==> config.mk <==
export PLATFORM = sky130hd
export DESIGN_NAME = rate_sync_ctrl
export DESIGN_NICKNAME = d
export VERILOG_FILES = /design/src/rtl/rsc_pkg.sv /design/src/rtl/rsc_mode_dec.sv /design/src/rtl/rsc_phase_trk.sv /design/src/rtl/rsc_sample_path.sv /design/src/rtl/rate_sync_ctrl.sv
export SDC_FILE = /design/constraint.sdc
export NUM_CORES = 1
export LEC_CHECK = 0
export BUFFER_PORTS_ARGS = -buffer_cell sky130_fd_sc_hd__buf_2
export CAP_MARGIN = 20
export CORE_AREA = 3 3 40 42
export DETAILED_ROUTE_END_ITERATION = 8
export DIE_AREA = 0 0 43 45
export PLACE_DENSITY = 0.69
export SETUP_SLACK_MARGIN = 0.02
export SYNTH_ARGS = -nofsm -noshare
export SYNTH_HDL_FRONTEND = slang
export SYNTH_SLANG_ARGS = --single-unit
==> constraint.sdc <==
create_clock -name clk -period 4 [get_ports clk]
set_input_delay 1.2 -clock clk [delete_from_list [all_inputs] [get_ports clk]]
set_output_delay 1.2 -clock clk [all_outputs]
set_load 0.01 [all_outputs]
==> src/rtl/rsc_pkg.sv <==
// Package: shared rate-mode type and decode helper for the rate controller.
// Assumes the two rate pins are active low and settled before each clock.
package rsc_pkg;

    typedef enum logic [1:0] {
        RM_EQUAL        = 2'd0,
        RM_INTERP_HALF  = 2'd1,
        RM_DECIM        = 2'd2,
        RM_INTERP_UNITY = 2'd3
    } rate_mode_t;

    // Map the two active-low rate pins onto a mode.
    function automatic rate_mode_t decode_rate(input logic up_n, input logic down_n);
        rate_mode_t m;
        case ({up_n, down_n})
            2'b11:   m = RM_EQUAL;
            2'b01:   m = RM_INTERP_HALF;
            2'b10:   m = RM_DECIM;
            default: m = RM_INTERP_UNITY;
        endcase
        return m;
    endfunction

endpackage

==> src/rtl/rsc_mode_dec.sv <==
// Module: rsc_mode_dec
// Decodes the rate pins into a mode and the per-mode qualifiers used by the
// phase tracker and the sample path. Purely combinational. It assumes the pins
// are quasi-static relative to the clock.
module rsc_mode_dec
    import rsc_pkg::*;
(
    input  logic       up_n,
    input  logic       down_n,
    output rate_mode_t mode,
    output logic       is_equal,
    output logic       is_interp,
    output logic       is_decim,
    output logic       half_gain
);

    // Decode the mode and derive the one-hot style qualifiers.
    always_comb begin
        mode      = decode_rate(up_n, down_n);
        is_equal  = (mode == RM_EQUAL);
        is_decim  = (mode == RM_DECIM);
        is_interp = (mode == RM_INTERP_HALF) || (mode == RM_INTERP_UNITY);
        half_gain = (mode == RM_INTERP_HALF);
    end

endmodule

==> src/rtl/rsc_phase_trk.sv <==
// Module: rsc_phase_trk
// Tracks the half-rate phase. A one-bit toggle marks capture clocks. A
// high-to-low transition on sync forces the current clock into the capture
// phase. Otherwise the toggle free-runs. Sync is masked in equal-rate mode.
// It assumes sync is synchronous to clk.
module rsc_phase_trk (
    input  logic clk,
    input  logic rst_n,
    input  logic sync_in,
    input  logic is_equal,
    output logic cap,
    output logic sync_fall
);

    logic sync_q;
    logic ph_q;

    // Detect a qualified falling edge and resolve the current capture phase.
    always_comb begin
        sync_fall = sync_q && !sync_in && !is_equal;
        cap       = sync_fall || ph_q;
    end

    // Remember the previous sync level and advance the phase toggle.
    always_ff @(posedge clk) begin
        if (!rst_n) begin
            sync_q <= 1'b0;
            ph_q   <= 1'b1;
        end else begin
            sync_q <= sync_in;
            ph_q   <= !cap;
        end
    end

endmodule

==> src/rtl/rsc_sample_path.sv <==
// Module: rsc_sample_path
// Registers the input word, or an inserted zero, for the filter core. Also
// generates the input enable and the output-register strobe. It assumes the
// cap and mode qualifiers are valid for the current clock.
module rsc_sample_path #(
    parameter int DW = 12
) (
    input  logic          clk,
    input  logic          rst_n,
    input  logic [DW-1:0] din,
    input  logic          is_interp,
    input  logic          is_decim,
    input  logic          cap,
    output logic          in_en,
    output logic [DW-1:0] core_data,
    output logic          zero_sel,
    output logic          out_stb
);

    localparam logic [DW-1:0] ZERO_WORD = '0;

    logic stuff_now;

    // Interpolation captures only on capture clocks; other modes on every clock.
    always_comb begin
        in_en     = is_interp ? cap : 1'b1;
        stuff_now = is_interp && !cap;
    end

    // Load the sample or an inserted zero and the output strobe.
    always_ff @(posedge clk) begin
        if (!rst_n) begin
            core_data <= ZERO_WORD;
            zero_sel  <= 1'b0;
            out_stb   <= 1'b0;
        end else begin
            core_data <= stuff_now ? ZERO_WORD : din;
            zero_sel  <= stuff_now;
            out_stb   <= is_decim ? cap : 1'b1;
        end
    end

endmodule

==> src/rtl/rate_sync_ctrl.sv <==
// Module: rate_sync_ctrl
// Top level of the half-band rate and sync controller. It ties the mode
// decoder, the phase tracker and the sample path together. It assumes a
// single clock and a synchronous active-low reset.
module rate_sync_ctrl #(
    parameter int DW = 12
) (
    input  logic          clk,
    input  logic          rst_n,
    input  logic          up_n,
    input  logic          down_n,
    input  logic          sync_in,
    input  logic [DW-1:0] din,
    output logic          in_en,
    output logic [DW-1:0] core_data,
    output logic          zero_sel,
    output logic          out_stb,
    output logic          half_gain
);

    import rsc_pkg::*;

    rate_mode_t mode;
    logic       is_equal;
    logic       is_interp;
    logic       is_decim;
    logic       cap;
    logic       sync_fall;

    rsc_mode_dec u_dec (
        .up_n      (up_n),
        .down_n    (down_n),
        .mode      (mode),
        .is_equal  (is_equal),
        .is_interp (is_interp),
        .is_decim  (is_decim),
        .half_gain (half_gain)
    );

    rsc_phase_trk u_phase (
        .clk       (clk),
        .rst_n     (rst_n),
        .sync_in   (sync_in),
        .is_equal  (is_equal),
        .cap       (cap),
        .sync_fall (sync_fall)
    );

    rsc_sample_path #(.DW(DW)) u_path (
        .clk       (clk),
        .rst_n     (rst_n),
        .din       (din),
        .is_interp (is_interp),
        .is_decim  (is_decim),
        .cap       (cap),
        .in_en     (in_en),
        .core_data (core_data),
        .zero_sel  (zero_sel),
        .out_stb   (out_stb)
    );

endmodule

Word-level counts from Yosys, hierarchy flattened
Index checks and enable logic that the tools add are counted.
{"block": "totals", "reg_bits": 16, "input_bits": 17, "elab_cells": 25}
{"block": "op_classes", "eq_ne": 6, "n_mux": 3, "bitwise_logic": 1, "n_reduce_logical": 10}
{"operator": "$eq 2x2->1 const B", "n": 4}
{"operator": "$pmux 2 s3", "n": 1}
{"operator": "$eq 2x1->1 const B", "n": 2}
{"operator": "$logic_and 1x1->1", "n": 3}
{"operator": "$logic_not 1->1", "n": 3}
{"operator": "$logic_not 2->1", "n": 1}
{"operator": "$logic_or 1x1->1", "n": 2}
{"operator": "$mux 1", "n": 2}
{"operator": "$reduce_or 2->1", "n": 1}
{"operator": "$not 1->1", "n": 1}

Longest topological paths before layout
{"block": "logic_depth", "word_depth": 9, "ltp_mapped": 4, "mapped_depth_nobuf": 3}

By module
From an unflattened synthesis, not the netlist that was laid out.
{"block": "unflattened", "hier_cells": 45, "hier_area_um2": 514.2}
{"module": "rsc_sample_path", "n_inst": 1, "cells_each": 33, "area_each_um2": 406.6}
{"module": "rsc_phase_trk", "n_inst": 1, "cells_each": 6, "area_each_um2": 70.1}
{"module": "rsc_mode_dec", "n_inst": 1, "cells_each": 6, "area_each_um2": 37.5}

Least setup slack after synthesis
No wires, ideal clock.
{"block": "synth_path", "kind": "in2out", "from": "input port up_n", "to": "output port in_en", "t_arrival_ns": 1.723, "setup_slack_ns": 1.077, "path_stages": 2, "cell_sequence": "or3_4 > buf_6"}
{"block": "synth_via", "elab_chain_len": 7, "elab_cells_between_ends": 12, "cone_classes": "5 x eq/ne; 2 x mux; 5 x reduce/logical"}
{"item": "from (decl)", "line_no": "rate_sync_ctrl.sv:10", "source": "input logic up_n,"}
{"item": "$eq 2x2->1 / $eq 2x1->1 (equally long branches)", "line_no": "rsc_pkg.sv:15", "source": "case ({up_n, down_n})"}
{"item": "$pmux 2 s3 *", "line_no": "rsc_pkg.sv:15"}
{"item": "$logic_not 2->1", "line_no": "rsc_mode_dec.sv:20", "source": "is_equal = (mode == RM_EQUAL);"}
{"item": "$logic_not 1->1", "line_no": "rsc_phase_trk.sv:20", "source": "sync_fall = sync_q && !sync_in && !is_equal;"}
{"item": "$logic_and 1x1->1", "line_no": "rsc_phase_trk.sv:20"}
{"item": "$logic_or 1x1->1", "line_no": "rsc_phase_trk.sv:21", "source": "cap = sync_fall || ph_q;"}
{"item": "$mux 1 *", "line_no": "rsc_sample_path.sv:26", "source": "in_en = is_interp ? cap : 1'b1;"}
{"item": "to (decl)", "line_no": "rate_sync_ctrl.sv:14", "source": "output logic in_en,"}
Every way passes the cells marked *; elsewhere a longest branch is shown, timed or not.

Worst setup path in the final report
Same ends and word-level chain as after synthesis.

==> impl_metrics.env <==
export IMPL_synth_avg_cell_area_um2=11.84
export IMPL_worstSkewPairLatency_ns=0.28
export IMPL_clk_pin_slew_ns=0.09
export IMPL_hold_viol_final=0
export IMPL_setup_viol=0
export IMPL_syn_inst=41
export IMPL_grt_use_total_pct=10.73
export IMPL_critPathLaunch="up_n"
export IMPL_fmax_mhz=320.1
export IMPL_clockBufferDepth=2
export IMPL_leakagePower_nw=0.3865
export IMPL_ys_seq_elements=16
export IMPL_antenna_diode_count=0
export IMPL_worst_setup_path_type="in2out"
export IMPL_hold_end="u_phase.ph_q"
export IMPL_post_cts_resized=0
export IMPL_power_w=0.0003071
export IMPL_seq_area_frac_synth_pct=65.98
export IMPL_ys_warn_count=0
export IMPL_synth_area_top_cells="dfxtp_1 (66%), and3_1 (10%), and3_2 (6.2%), nor2b_4 (2.8%), buf_6 (2.3%)"
export IMPL_final_setup_tns_ns=0
export IMPL_r2r_slack_ns=2.86
export IMPL_clock_skew_ns=0.002892
export IMPL_grt_max_degree=16
export IMPL_holdPathStages=1
export IMPL_rsz0062_at_grt="false"
export IMPL_critPathArrivalTime_ns=1.92
export IMPL_min_path_type="reg2reg"
export IMPL_swShare_pct=21.15
export IMPL_drtIter0Drc=2
export IMPL_critPathMaxFanout=14
export IMPL_grt_pass1_wl_um=1483
export IMPL_power_density_nw_per_um2=447.9
export IMPL_io_buffers=32
export IMPL_synth_distinct_cells=13
export IMPL_initial_core_util_pct=37.78
export IMPL_ir_drop_v=0.0003603
export IMPL_dp_hpwl_um=777
export IMPL_cts_buffers=3
export IMPL_rows=13
export IMPL_end_kind="output port"
export IMPL_syn_num_nets=58
export IMPL_cts_htree_levels=1
export IMPL_ios=33
export IMPL_wirelength_um=962
export IMPL_ant_nets=0
export IMPL_r2r_start="u_phase.sync_q"
export IMPL_drv_cap=0
export IMPL_startpoint_type="primary input"
export IMPL_slew_headroom_pct=87.84
export IMPL_syn_area_um2=485.5
export IMPL_cts_setup_buffers=0
export IMPL_drive_gt1_share_pct=57.33
export IMPL_drc=0
export IMPL_tightest_slew_ns=0.1824
export IMPL_run_status="complete, no violations"
export IMPL_viasPerCell=4.344
export IMPL_worstReg2RegEnd="u_path.core_data[10]"
export IMPL_p_sw_w=0.00006494
export IMPL_root_buffer="clkbuf_4"
export IMPL_die_h_um=45
export IMPL_slew_viol_final=0
export IMPL_period_share_pct=78.10
export IMPL_p_comb_share_pct=11.2
export IMPL_period_needed_ns=3.124
export IMPL_cts_tree="done"
export IMPL_grt_overflow_total=0
export IMPL_antenna_found_initial=0
export IMPL_drt_pass1_iter_count=3
export IMPL_gp_congestion=0.6292
export IMPL_die_area_um2=1935
export IMPL_final_nets=93
export IMPL_grt_pass1_vias=349
export IMPL_ff2ff_path_depth=3
export IMPL_synth_top_cell_by_area="dfxtp_1"
export IMPL_clkPwrFrac_pct=33.1
export IMPL_post_drt_wl_per_cell_um=10.69
export IMPL_core_area_um2=1285
export IMPL_cp_data_required_time_ns=2.80
export IMPL_synth_top_area_share_pct=65.98
export IMPL_vias=391
export IMPL_dieWidth_um=43
export IMPL_pwr_share_seq_pct=55.7
export IMPL_p_int_w=0.0002422
export IMPL_clock_sinks=16
export IMPL_area_growth_pct=41.24
export IMPL_hold_buffers=0
export IMPL_hp_start="u_phase.ph_q"
-- cell type report --
cell class / count / area [µm²]
clock buffers: 4 / 36.28
multi-input cells: 21 / 142.6
well taps: 15 / 18.77
fillers: 128 / 599.3
inverters: 2 / 7.507
repair buffers: 32 / 160.2
flip-flops and latches: 16 / 320.3
-- placed cells by master, fill, tap and decap left out --
cell,synthesis,final
inv_1,2,2
dfxtp_1,16,16
clkbuf_8,0,1
and3_2,4,4
nor2_1,3,3
and2_2,1,1
and3_1,8,8
clkbuf_4,0,3
or3_4,1,1
o21ai_0,1,1
buf_2,0,32
a21boi_0,1,1
a31oi_1,1,1
nor2b_4,1,1
-- power by group through the flow --
stage,clock network (W),registers [W],logic [W]
after CTS,0.000106,0.000171,0.0000352
final,0.000102,0.000171,0.0000345
after global placement,0,0.000175,0.0000345
after floorplan,0,0.000179,0.0000126
after detailed placement,0,0.000175,0.0000350
after global routing,0.000115,0.000172,0.0000385
-- cell usage after synthesis --
master,n
dfxtp_1,16
and3_2,4
and3_1,8
o21ai_0,1
nor2_1,3
nor2b_4,1
a21boi_0,1
or3_4,1
inv_1,2
buf_6,1
a31oi_1,1
and2_2,1
clkbuf_1,1
-- cell families (layout without fill, tap and decap cells) --
family	count (synthesis)	count (layout)	share of synthesized area [%]
buf+inv	4	38	4.639
compound gates	3	3	3.866
simple gates	18	18	25.52
flops	16	16	65.98
-- sequential cells by signal, summed over array words and instances, names as in the netlist --
name / flops
u_path.core_data: 12
u_path.out_stb: 1
u_path.zero_sel: 1
u_phase.ph_q: 1
u_phase.sync_q: 1
-- metrics by stage --
stage	hold WS, ns	util (%)	cell area (µm²)	std cells	worst slack [ns]
after detailed placement	0.4796	50.54	649.4	86	0.8740
after global placement	0.4742	50.54	649.4	86	0.8787
after CTS	0.4954	53.36	685.7	90	0.8733
after floorplan	0.4478	-	485.5	41	1.077
final	0.4959	53.36	685.7	90	0.8761
after global routing	0.5433	53.36	685.7	90	0.8389
-- worst max-delay path, cell delays in order --
cell and delay [ns]:
buf_2 0.12, or3_4 0.44, buf_2 0.16
-- how the worst max path moves through the flow --
| stage | end | slack (ns) | cells past startpoint |
|---|---|---|---|
| floorplan | in_en | 1.08 | 2 |
| global placement | in_en | 0.88 | 3 |
| detailed placement | in_en | 0.87 | 3 |
| CTS | in_en | 0.87 | 3 |
| global route | in_en | 0.84 | 3 |
| finish | in_en | 0.88 | 3 |
-- metal layers --
metal / share of wire (%) / vias up / GRT usage (%)
li1: - / 203 / -
met1: 40 / 167 / 12.78
met2: 47 / 21 / 16.47
met3: 13 / 0 / 7.171
met4: 0 / 0 / 1.807
met5: 0 / - / 0
No activity file was read; power rests on OpenSTA's default activity.
